<file path="src/rtl/i2c_tgt_pkg.sv">
// Shared types and constants for the two-wire EEPROM target engine.
package i2c_tgt_pkg;

    // Protocol sequencer states.
    typedef enum logic [3:0] {
        ST_IDLE,
        ST_DEV,
        ST_DEV_ACK,
        ST_ADDR,
        ST_ADDR_ACK,
        ST_WDATA,
        ST_WDATA_ACK,
        ST_RDATA,
        ST_RD_ACK,
        ST_RD_WAIT
    } tgt_state_e;

    // Fixed device-type code carried in device-word bits 7:4.
    localparam logic [3:0] DEV_TYPE_CODE = 4'b1010;

endpackage

</file>
<file path="src/rtl/i2c_line_sync.sv">
// Line synchronizer and bus-event detector.
// Takes asynchronous clock/data line levels through STAGES flops.
// It keeps one extra sample and decodes clock edges and start/stop conditions.
// Assumes STAGES >= 2 and a system clock at least 8x the bus clock.
module i2c_line_sync #(
    parameter int STAGES = 2
) (
    input  logic clk,
    input  logic rst_n,
    input  logic scl_i,
    input  logic sda_i,
    output logic scl_lvl,
    output logic sda_lvl,
    output logic scl_rise,
    output logic scl_fall,
    output logic start_det,
    output logic stop_det
);

    logic [STAGES-1:0] scl_ff;
    logic [STAGES-1:0] sda_ff;
    logic              scl_d;
    logic              sda_d;

    // Synchronizer chains plus one history sample; the idle bus level is high.
    always_ff @(posedge clk) begin
        if (!rst_n) begin
            scl_ff <= '1;
            sda_ff <= '1;
            scl_d  <= 1'b1;
            sda_d  <= 1'b1;
        end else begin
            scl_ff <= {scl_ff[STAGES-2:0], scl_i};
            sda_ff <= {sda_ff[STAGES-2:0], sda_i};
            scl_d  <= scl_ff[STAGES-1];
            sda_d  <= sda_ff[STAGES-1];
        end
    end

    assign scl_lvl   = scl_ff[STAGES-1];
    assign sda_lvl   = sda_ff[STAGES-1];
    assign scl_rise  = scl_lvl & ~scl_d;
    assign scl_fall  = ~scl_lvl & scl_d;
    assign start_det = scl_lvl & scl_d & sda_d & ~sda_lvl;
    assign stop_det  = scl_lvl & scl_d & ~sda_d & sda_lvl;

endmodule

</file>
<file path="src/rtl/i2c_tgt_fsm.sv">
// Protocol sequencer for the EEPROM target.
// Shifts words in and out, decides acknowledges and issues one-cycle commands
// to the address counter and page-write unit.
// Assumes synchronized line levels and single-cycle edge/condition pulses.
module i2c_tgt_fsm
    import i2c_tgt_pkg::*;
#(
    parameter int DATA_W = 8,
    parameter int ADDR_W = 9
) (
    input  logic              clk,
    input  logic              rst_n,
    input  logic              scl_lvl,
    input  logic              sda_lvl,
    input  logic              scl_rise,
    input  logic              scl_fall,
    input  logic              start_det,
    input  logic              stop_det,
    input  logic              pin_a2,
    input  logic              pin_a1,
    input  logic              wp_i,
    input  logic              busy_i,
    input  logic [DATA_W-1:0] rd_data_i,
    output logic              sda_oe,
    output logic              addr_load,
    output logic [ADDR_W-1:0] addr_val,
    output logic              rd_inc,
    output logic              wr_strobe,
    output logic [DATA_W-1:0] wr_data,
    output logic              commit_start
);

    localparam int CNT_W = $clog2(DATA_W + 1);
    localparam logic [CNT_W-1:0] LAST_BIT = CNT_W'(DATA_W);

    tgt_state_e        state;
    logic [CNT_W-1:0]  bitcnt;
    logic [DATA_W-1:0] shreg;
    logic              hi_addr;
    logic              is_read;
    logic              got_data;
    logic              host_ack;
    logic              dev_match;

    // Device word matches type code and strap pins.
    assign dev_match = (shreg[DATA_W-1 -: 4] == DEV_TYPE_CODE) &&
                       (shreg[3:2] == {pin_a2, pin_a1});

    // Main sequencer: bus conditions first, then per-state bit handling.
    always_ff @(posedge clk) begin
        if (!rst_n) begin
            state        <= ST_IDLE;
            bitcnt       <= '0;
            shreg        <= '0;
            hi_addr      <= 1'b0;
            is_read      <= 1'b0;
            got_data     <= 1'b0;
            host_ack     <= 1'b0;
            sda_oe       <= 1'b0;
            addr_load    <= 1'b0;
            addr_val     <= '0;
            rd_inc       <= 1'b0;
            wr_strobe    <= 1'b0;
            wr_data      <= '0;
            commit_start <= 1'b0;
        end else begin
            addr_load    <= 1'b0;
            rd_inc       <= 1'b0;
            wr_strobe    <= 1'b0;
            commit_start <= 1'b0;
            if (start_det) begin
                state    <= ST_DEV;
                bitcnt   <= '0;
                sda_oe   <= 1'b0;
                got_data <= 1'b0;
            end else if (stop_det) begin
                commit_start <= got_data;
                got_data     <= 1'b0;
                state        <= ST_IDLE;
                sda_oe       <= 1'b0;
            end else begin
                case (state)
                    ST_DEV, ST_ADDR, ST_WDATA: begin
                        if (scl_rise && bitcnt != LAST_BIT) begin
                            shreg  <= {shreg[DATA_W-2:0], sda_lvl};
                            bitcnt <= bitcnt + 1'b1;
                        end else if (scl_fall && bitcnt == LAST_BIT) begin
                            bitcnt <= '0;
                            if (state == ST_DEV) begin
                                if (dev_match && !busy_i) begin
                                    sda_oe  <= 1'b1;
                                    is_read <= shreg[0];
                                    hi_addr <= shreg[1];
                                    state   <= ST_DEV_ACK;
                                end else begin
                                    state <= ST_IDLE;
                                end
                            end else if (state == ST_ADDR) begin
                                sda_oe    <= 1'b1;
                                addr_load <= 1'b1;
                                addr_val  <= {hi_addr, shreg};
                                state     <= ST_ADDR_ACK;
                            end else begin
                                if (!wp_i) begin
                                    sda_oe    <= 1'b1;
                                    wr_strobe <= 1'b1;
                                    wr_data   <= shreg;
                                    got_data  <= 1'b1;
                                end
                                state <= ST_WDATA_ACK;
                            end
                        end
                    end
                    ST_DEV_ACK: begin
                        if (scl_fall) begin
                            if (is_read) begin
                                shreg  <= rd_data_i;
                                sda_oe <= ~rd_data_i[DATA_W-1];
                                rd_inc <= 1'b1;
                                state  <= ST_RDATA;
                            end else begin
                                sda_oe <= 1'b0;
                                state  <= ST_ADDR;
                            end
                        end
                    end
                    ST_ADDR_ACK, ST_WDATA_ACK: begin
                        if (scl_fall) begin
                            sda_oe <= 1'b0;
                            state  <= ST_WDATA;
                        end
                    end
                    ST_RDATA: begin
                        if (scl_rise) begin
                            bitcnt <= bitcnt + 1'b1;
                        end else if (scl_fall) begin
                            if (bitcnt == LAST_BIT) begin
                                bitcnt <= '0;
                                sda_oe <= 1'b0;
                                state  <= ST_RD_ACK;
                            end else begin
                                shreg  <= shreg << 1;
                                sda_oe <= ~shreg[DATA_W-2];
                            end
                        end
                    end
                    ST_RD_ACK: begin
                        if (scl_rise) begin
                            host_ack <= ~sda_lvl;
                        end else if (scl_fall) begin
                            if (host_ack) begin
                                shreg  <= rd_data_i;
                                sda_oe <= ~rd_data_i[DATA_W-1];
                                rd_inc <= 1'b1;
                                state  <= ST_RDATA;
                            end else begin
                                state <= ST_RD_WAIT;
                            end
                        end
                    end
                    default: ;
                endcase
            end
        end
    end


    start_restart_chk: assert property (@(posedge clk) disable iff (!rst_n)
        start_det |=> (state == ST_DEV && bitcnt == '0));


    oe_low_clock_chk: assert property (@(posedge clk) disable iff (!rst_n)
        !$stable(sda_oe) |-> $past(!scl_lvl));


    idle_released_chk: assert property (@(posedge clk) disable iff (!rst_n)
        (state == ST_IDLE) |-> !sda_oe);


    commit_after_stop_chk: assert property (@(posedge clk) disable iff (!rst_n)
        commit_start |-> $past(stop_det));


    no_write_protected_chk: assert property (@(posedge clk) disable iff (!rst_n)
        wr_strobe |-> $past(!wp_i));


    nack_released_chk: assert property (@(posedge clk) disable iff (!rst_n)
        (state == ST_RD_WAIT) |-> !sda_oe);

endmodule

</file>
<file path="src/rtl/eeprom_i2c_target.sv">
// Top of the two-wire EEPROM target engine.
// Joins the line synchronizer to the protocol sequencer.
// Assumes ADDR_W = DATA_W + 1: device-word bit 1 extends the address byte.
module eeprom_i2c_target #(
    parameter int DATA_W      = 8,
    parameter int ADDR_W      = 9,
    parameter int SYNC_STAGES = 2
) (
    input  logic              clk,
    input  logic              rst_n,
    input  logic              scl_i,
    input  logic              sda_i,
    input  logic              pin_a2,
    input  logic              pin_a1,
    input  logic              wp_i,
    input  logic              commit_busy_i,
    input  logic [DATA_W-1:0] rd_data_i,
    output logic              sda_oe_o,
    output logic              addr_load_o,
    output logic [ADDR_W-1:0] addr_val_o,
    output logic              addr_inc_o,
    output logic              wr_strobe_o,
    output logic [DATA_W-1:0] wr_data_o,
    output logic              commit_start_o
);

    logic scl_lvl, sda_lvl, scl_rise, scl_fall, start_det, stop_det;

    i2c_line_sync #(.STAGES(SYNC_STAGES)) u_sync (
        .clk       (clk),
        .rst_n     (rst_n),
        .scl_i     (scl_i),
        .sda_i     (sda_i),
        .scl_lvl   (scl_lvl),
        .sda_lvl   (sda_lvl),
        .scl_rise  (scl_rise),
        .scl_fall  (scl_fall),
        .start_det (start_det),
        .stop_det  (stop_det)
    );

    i2c_tgt_fsm #(.DATA_W(DATA_W), .ADDR_W(ADDR_W)) u_fsm (
        .clk          (clk),
        .rst_n        (rst_n),
        .scl_lvl      (scl_lvl),
        .sda_lvl      (sda_lvl),
        .scl_rise     (scl_rise),
        .scl_fall     (scl_fall),
        .start_det    (start_det),
        .stop_det     (stop_det),
        .pin_a2       (pin_a2),
        .pin_a1       (pin_a1),
        .wp_i         (wp_i),
        .busy_i       (commit_busy_i),
        .rd_data_i    (rd_data_i),
        .sda_oe       (sda_oe_o),
        .addr_load    (addr_load_o),
        .addr_val     (addr_val_o),
        .rd_inc       (addr_inc_o),
        .wr_strobe    (wr_strobe_o),
        .wr_data      (wr_data_o),
        .commit_start (commit_start_o)
    );

endmodule

</file>
<file path="config.mk">
export PLATFORM = sky130hd
export DESIGN_NAME = eeprom_i2c_target
export DESIGN_NICKNAME = d
export VERILOG_FILES = /design/src/rtl/i2c_tgt_pkg.sv /design/src/rtl/i2c_line_sync.sv /design/src/rtl/i2c_tgt_fsm.sv /design/src/rtl/eeprom_i2c_target.sv
export SDC_FILE = /design/constraint.sdc
export NUM_CORES = 1
export LEC_CHECK = 0
export ABC_AREA = 1
export BUFFER_PORTS_ARGS = -buffer_cell sky130_fd_sc_hd__buf_2
export CAP_MARGIN = 20
export CORE_UTILIZATION = 53
export CTS_CLUSTER_DIAMETER = 40
export DETAILED_ROUTE_END_ITERATION = 8
export GPL_ROUTABILITY_DRIVEN = 1
export PLACE_DENSITY = 0.75
export SKIP_CTS_REPAIR_TIMING = 1
export SYNTH_ARGS = -nofsm -noshare
export SYNTH_HDL_FRONTEND = slang
export SYNTH_SLANG_ARGS = --single-unit
</file>
<file path="constraint.sdc">
create_clock -name clk -period 2.48 [get_ports clk]
set_input_delay 0.124 -clock clk [delete_from_list [all_inputs] [get_ports clk]]
set_output_delay 0.124 -clock clk [all_outputs]
set_load 0.02 [all_outputs]
</file>
# Yosys cells after proc, flatten, opt, wreduce, memory -nomap -nowiden
# Index checks and enable logic that the tools add are counted.
# op_classes
addsub	1
multipliers	0
div_mod_pow	0
order_cmp	0
n_eq_ne	39
shift	0
mux	57
bitwise_logic	22
reduce_logical	26
# op_table
operator	n
2-to-1 mux 8 bit	9
2-to-1 mux 4 bit	16
case mux 8 bit (4 select lines)	1
2-to-1 mux 1 bit	24
inequality test 4 x 3 -> 1 bit, second input constant	6
AND reduction 12 bit	2
case mux 4 bit (5 select lines)	1
AND reduction 10 bit	2
inequality test 2 x 1 -> 1 bit, second input constant	9
== test 4 x 3 -> 1 bit, second input constant	4
inequality test 4 bit, second input constant	4
inverter 1 bit	15
AND reduction 7 bit	2
== test 4 bit, second input constant	3
inequality test 3 x 1 -> 1 bit, second input constant	3
OR reduction 3 bit	3
== test 4 x 2 -> 1 bit, second input constant	2
inequality test 2 bit, second input constant	4
case mux 4 bit (2 select lines)	1
AND reduction 8 bit	1
OR reduction 8 bit	1
AND 1 bit	7
nonzero test 7 bit	1
OR reduction 7 bit	1
other kinds (18)	23
# word_totals
ff_bits	48
latch_bits	0
ramBits	0
rom_bits	0
inputBits	16
out_inout_bits	22
word_cells	164
memories	0

# Logic depth before layout (Yosys ltp)
# logic_depth
ltp_word	10
ltp_mapped	11
mapped_depth_nobuf	11

# By module
# From an unflattened synthesis, not the netlist that was laid out.
# unflattened
hier_cells	358
area_unflattened_um2	2498.6
# by_module_without_submodules
mod	instances	cells_per_inst	area_per_inst_um2
i2c_tgt_fsm	1	331	2299.7
i2c_line_sync	1	27	198.9

# Worst setup path before layout
# No wires, ideal clock.
# synth_path
kind	register to register
from	reg u_fsm.bitcnt[0]
to	reg u_fsm.addr_val[4]
t_arrival_ns	1.480
path_slack_ns	0.883
path_stages_with_launch	12
path_buffers	1
period_less_slack_ns	1.597
cell_sequence	dfxtp_1 > inv_1 > ha_1 > nand2_1 > nor2_4 > nand2_1 > inv_1 > nand2_1 > clkinv_2 > buf_6 > o21ai_2 > a21oi_2
# synth_via
elab_chain_cells	4
elab_cells_between_ends	6
cone_classes	2 x eq/ne; 1 x bitwise; 3 x reduce/logical
# synth_rtl
item	line_no	source
start, declared	i2c_tgt_fsm.sv:37	logic [CNT_W-1:0] bitcnt;
start signal, assigned	i2c_tgt_fsm.sv:86	bitcnt <= bitcnt + 1'b1;
start signal, assigned	i2c_tgt_fsm.sv:135	bitcnt <= bitcnt + 1'b1;
inequality test 4 bit	i2c_tgt_fsm.sv:84	if (scl_rise && bitcnt != LAST_BIT) begin
logical AND 1 bit	i2c_tgt_fsm.sv:84	
inverter 1 bit (no line)	n/a	
AND reduction 7 bit (no line) *	n/a	
end signal, assigned	i2c_tgt_fsm.sv:101	addr_val <= {hi_addr, shreg};
end, declared	i2c_tgt_fsm.sv:26	output logic [ADDR_W-1:0] addr_val,
# Every way passes the cells marked *; elsewhere a longest branch is shown, timed or not.
# A chain may end at the register's enable or synchronous reset.

# Final worst setup path
# layout_path
from	reg u_fsm.bitcnt[0]
to	reg u_fsm.addr_val[0]
# The elaborated chain is that of the path after synthesis.

==> impl_metrics.csv <==
group,metric,value,unit
run_status,status,"complete, no violations",
global_route,grt_pass1_wl,9.34,mm
synthesis,synth_ff_type,"dfxtp_1",
routing,ant_nets,0,
placed_design,port_buffers,37,
cells_and_area,fill_cells,429,
synthesis,synth_top_area_frac,0.390,
cts,clk-insertion-delay-late,0.30,ns
critical_path,max_stage_delay,0.39,ns
power_and_ir_drop,vdd_drop_max,0.485,mV
cts,cts_tree,"built",
synthesis,synth-xor-area-share,0.00711,
critical_path,crit_path_top_delay_cell,"dfxtp_1",
die,initial_core_util,0.558,
routing,drt_iter0_drc,197,
min_path,whs_path_depth,2,
cells_and_area,fin_util,0.623,
critical_path,cp_common_cell,"nand2_1",
min_path,hold_end,"u_sync.sda_ff[0]",
timing,fin_tns_setup,0,ns
synthesis,muxShareOfSynthArea,0,
placed_design,globalplace.congestion,0.958,
timing,setup_viol,0,
synthesis,yosys_register_bits,48,
synthesis,netlist_instances,342,
routing,dr_total_vias,2267,
cells_and_area,fin_nets,397,
critical_path,endpoint_kind,"register",
synthesis,yosysMostFrequentCell,"nand2_1",
cells_and_area,antennaDiodeCount,0,
power_and_ir_drop,power-per-cell-area,753,nW/um2
die,core_region_area,4410,um2
power_and_ir_drop,intPower,1.27,mW
power_and_ir_drop,p_leak,1.27,nW
synthesis,yosys-top-cells-count,"76 x nand2_1, 48 x dfxtp_1, 42 x nor2_1",
critical_path,cp-start-kind,"register",
power_and_ir_drop,pwr-share-comb,0.338,
die,fp-row-count,24,
global_route,antenna_found_initial,0,
synthesis,synth_fa_ha_area_frac,0.0102,
synthesis,syn_avg_cell_area,7.20,um2
synthesis,ys_types,35,
routing,drc_errors,0,
synthesis,synth_simple_gate_area_frac,0.354,
timing,fin_skew,0.00621,ns
synthesis,synth_edf_count,0,
critical_path,timing.critical_path.buf_inv,3,
global_route,grt_max_degree,24,
flow_run,cap_violations,0,
power_and_ir_drop,p_clk_frac,0.239,
die,dieArea,4920,um2
cts,h-tree-depth,2,
power_and_ir_drop,p_seq_frac,0.423,
critical_path,crit_chain,"inv_1 -> ha_1 -> nand2_1 -> nor2_4 -> nand2_1 -> inv_1 -> nand2_1 -> clkinv_2 -> o21ai_0 -> a21oi_1",
synthesis,netlist_top_cells_area,"dfxtp_1 39%, nand2_1 12%, a21oi_1 7.5%",
routing,wire_per_inst,12.5,um
routing,vias_per_cell,5.25,
synthesis,synthArstFlopShare,0,
cells_and_area,multi_input_area,1290,um2
critical_path,worst_r2r_path_depth,10,
synthesis,yosys_warnings,0,
timing,whs,0.00279,ns
critical_path,rrSetupSlack,0.67,ns
global_route,grt_overflow_total,0,
placed_design,place_hpwl,4.03,mm
synthesis,synth.net_count,360,
timing,finalCriticalPeriod,1.81,ns
critical_path,cp_max_fo,17,
timing,rsz0062_at_grt,"no",
cells_and_area,area_growth,11.7,%
synthesis,synth_top_family_by_area,"simple AND/OR/NAND/NOR gates",
critical_path,worstPathRequired,2.67,ns
timing,tightest_slew,0.713,ns
min_path,hp-class,"input pin to register",
timing,post-route-period-util,0.731,
die,ios,38,
power_and_ir_drop,switchingPower,0.802,mW
power_and_ir_drop,swShare,0.387,
cts,clkSinkCount,48,
global_route,grt_pass1_vias,2031,
die,die-height,70.2,um
synthesis,synth_compound_area_frac,0.152,
timing,hold_viol,0,
cts,path_clk_slew,0.09,ns
routing,routed_wl,5.42,mm
cts,cts_buffer_depth,2,
critical_path,arrival,2.01,ns
timing,slew_headroom,0.524,
critical_path,path_delay_family,"simple AND/OR/NAND/NOR gates",
die,chipWidth,70.2,um
cells_and_area,final-seq-area,961,um2
critical_path,worstReg2RegStart,"u_fsm.bitcnt[0]",
cts,cts_root_buffer,"clkbuf_8",
min_path,min-delay-start,"sda_i",
timing,max_clock_freq,552,MHz
synthesis,syn-cell-area,2460,um2
cts,numCtsBuffers,5,
cells_and_area,drive_gt1_frac,0.213,
timing,slew_viol_final,0,
critical_path,r2r_end,"u_fsm.addr_val[0]",
global_route,grt_util_all_layers,0.239,
routing,dr.pass1.iters,4,
synthesis,ys_seq_area_frac,0.390,
synthesis,synth_top_area_cell,"dfxtp_1",
critical_path,path_class,"register to register",
[placed cells by master, fill, tap and decap left out, drive strengths merged]
master	Yosys	routed
or2	4	4
nor3	2	2
xor2	1	1
nand2	83	83
a211oi	3	3
clkbuf	2	6
o21ai	24	24
a21boi	1	1
ha	2	2
buf	5	37
dfxtp	48	48
nand4	7	7
nand3	25	25
xnor2	1	1
a21oi	39	39
clkinv	1	2
nor2	53	53
inv	40	41
nor4	1	1
[power groups by stage]
stage | sequential (mW) | clock [mW] | combinational [mW]
after floorplan | 0.877 | 0 | 0.580
after detailed placement | 0.893 | 0 | 0.691
after CTS | 0.875 | 0.509 | 0.696
after global routing | 0.884 | 0.535 | 0.785
final | 0.876 | 0.495 | 0.699
after global placement | 0.892 | 0 | 0.686
[final cells by class]
cell class                      count  area share
Multi-Input combinational cell    246       0.468
Sequential cell                    48       0.349
Timing Repair Buffer               37      0.0673
Inverter                           41      0.0564
Clock buffer                        6      0.0300
Tap cell                           52      0.0236
Clock inverter                      2     0.00500
[state kept, by name, summed over array words and instances (netlist names)]
signal / count
u_fsm.sda_oe: 1
u_sync.sda_ff: 2
u_fsm.rd_inc: 1
u_fsm.state: 4
u_sync.scl_d: 1
u_fsm.addr_val: 9
u_fsm.shreg: 8
u_fsm.host_ack: 1
u_fsm.bitcnt: 4
u_fsm.wr_data: 8
u_fsm.is_read: 1
u_fsm.got_data: 1
u_fsm.hi_addr: 1
u_fsm.commit_start: 1
u_fsm.wr_strobe: 1
u_sync.scl_ff: 2
u_fsm.addr_load: 1
u_sync.sda_d: 1
[worst reg2reg max path, cell delays in order (launching register included)]
cell and delay (ns):
dfxtp_1 0.39, inv_1 0.06, ha_1 0.19, nand2_1 0.12
nor2_4 0.06, nand2_1 0.19, inv_1 0.12, nand2_1 0.11
clkinv_2 0.19, o21ai_0 0.22, a21oi_1 0.06
[through the flow]
step	instance area [um2]	setup slack, ns	instances	power, mW
final	2750	0.667	432	2.07
after detailed placement	2660	0.666	424	1.58
after global routing	2750	0.461	432	2.20
after CTS	2750	0.661	432	2.08
after global placement	2660	0.750	424	1.58
after floorplan	2460	0.883	342	1.46
[layer usage]
layer | vias to the layer above | GRT usage | wire [um] | share of wire
met5 | - | 0 | 0 | 0
met1 | 1016 | 0.324 | 2520 | 0.46
li1 | 1174 | - | - | -
met3 | 11 | 0.0462 | 318 | 0.059
met2 | 66 | 0.375 | 2490 | 0.46
met4 | 0 | 0.0933 | 95 | 0.018
[worst max-delay path by stage]
stage | start | end | slack [ns] | cells after the start
floorplan | u_fsm.bitcnt[0] | u_fsm.addr_val[4] | 0.88 | 11
global placement | u_fsm.bitcnt[0] | u_fsm.addr_val[2] | 0.75 | 10
detailed placement | u_fsm.bitcnt[0] | u_fsm.addr_val[5] | 0.67 | 10
CTS | u_fsm.bitcnt[0] | u_fsm.addr_val[5] | 0.66 | 10
global route | u_fsm.bitcnt[0] | u_fsm.addr_val[5] | 0.46 | 10
finish | u_fsm.bitcnt[0] | u_fsm.addr_val[0] | 0.67 | 10
[cell families (layout without fill, tap and decap cells)]
group / Yosys count / after routing
DFF: 48 / 48
xor gates and xnor gates: 2 / 2
and+or+nand+nor: 175 / 175
buffers and inverters: 48 / 86
adders and majority gates: 2 / 2
AOI/OAI and AO/OA: 67 / 67
(Power assumes the default switching activity.)
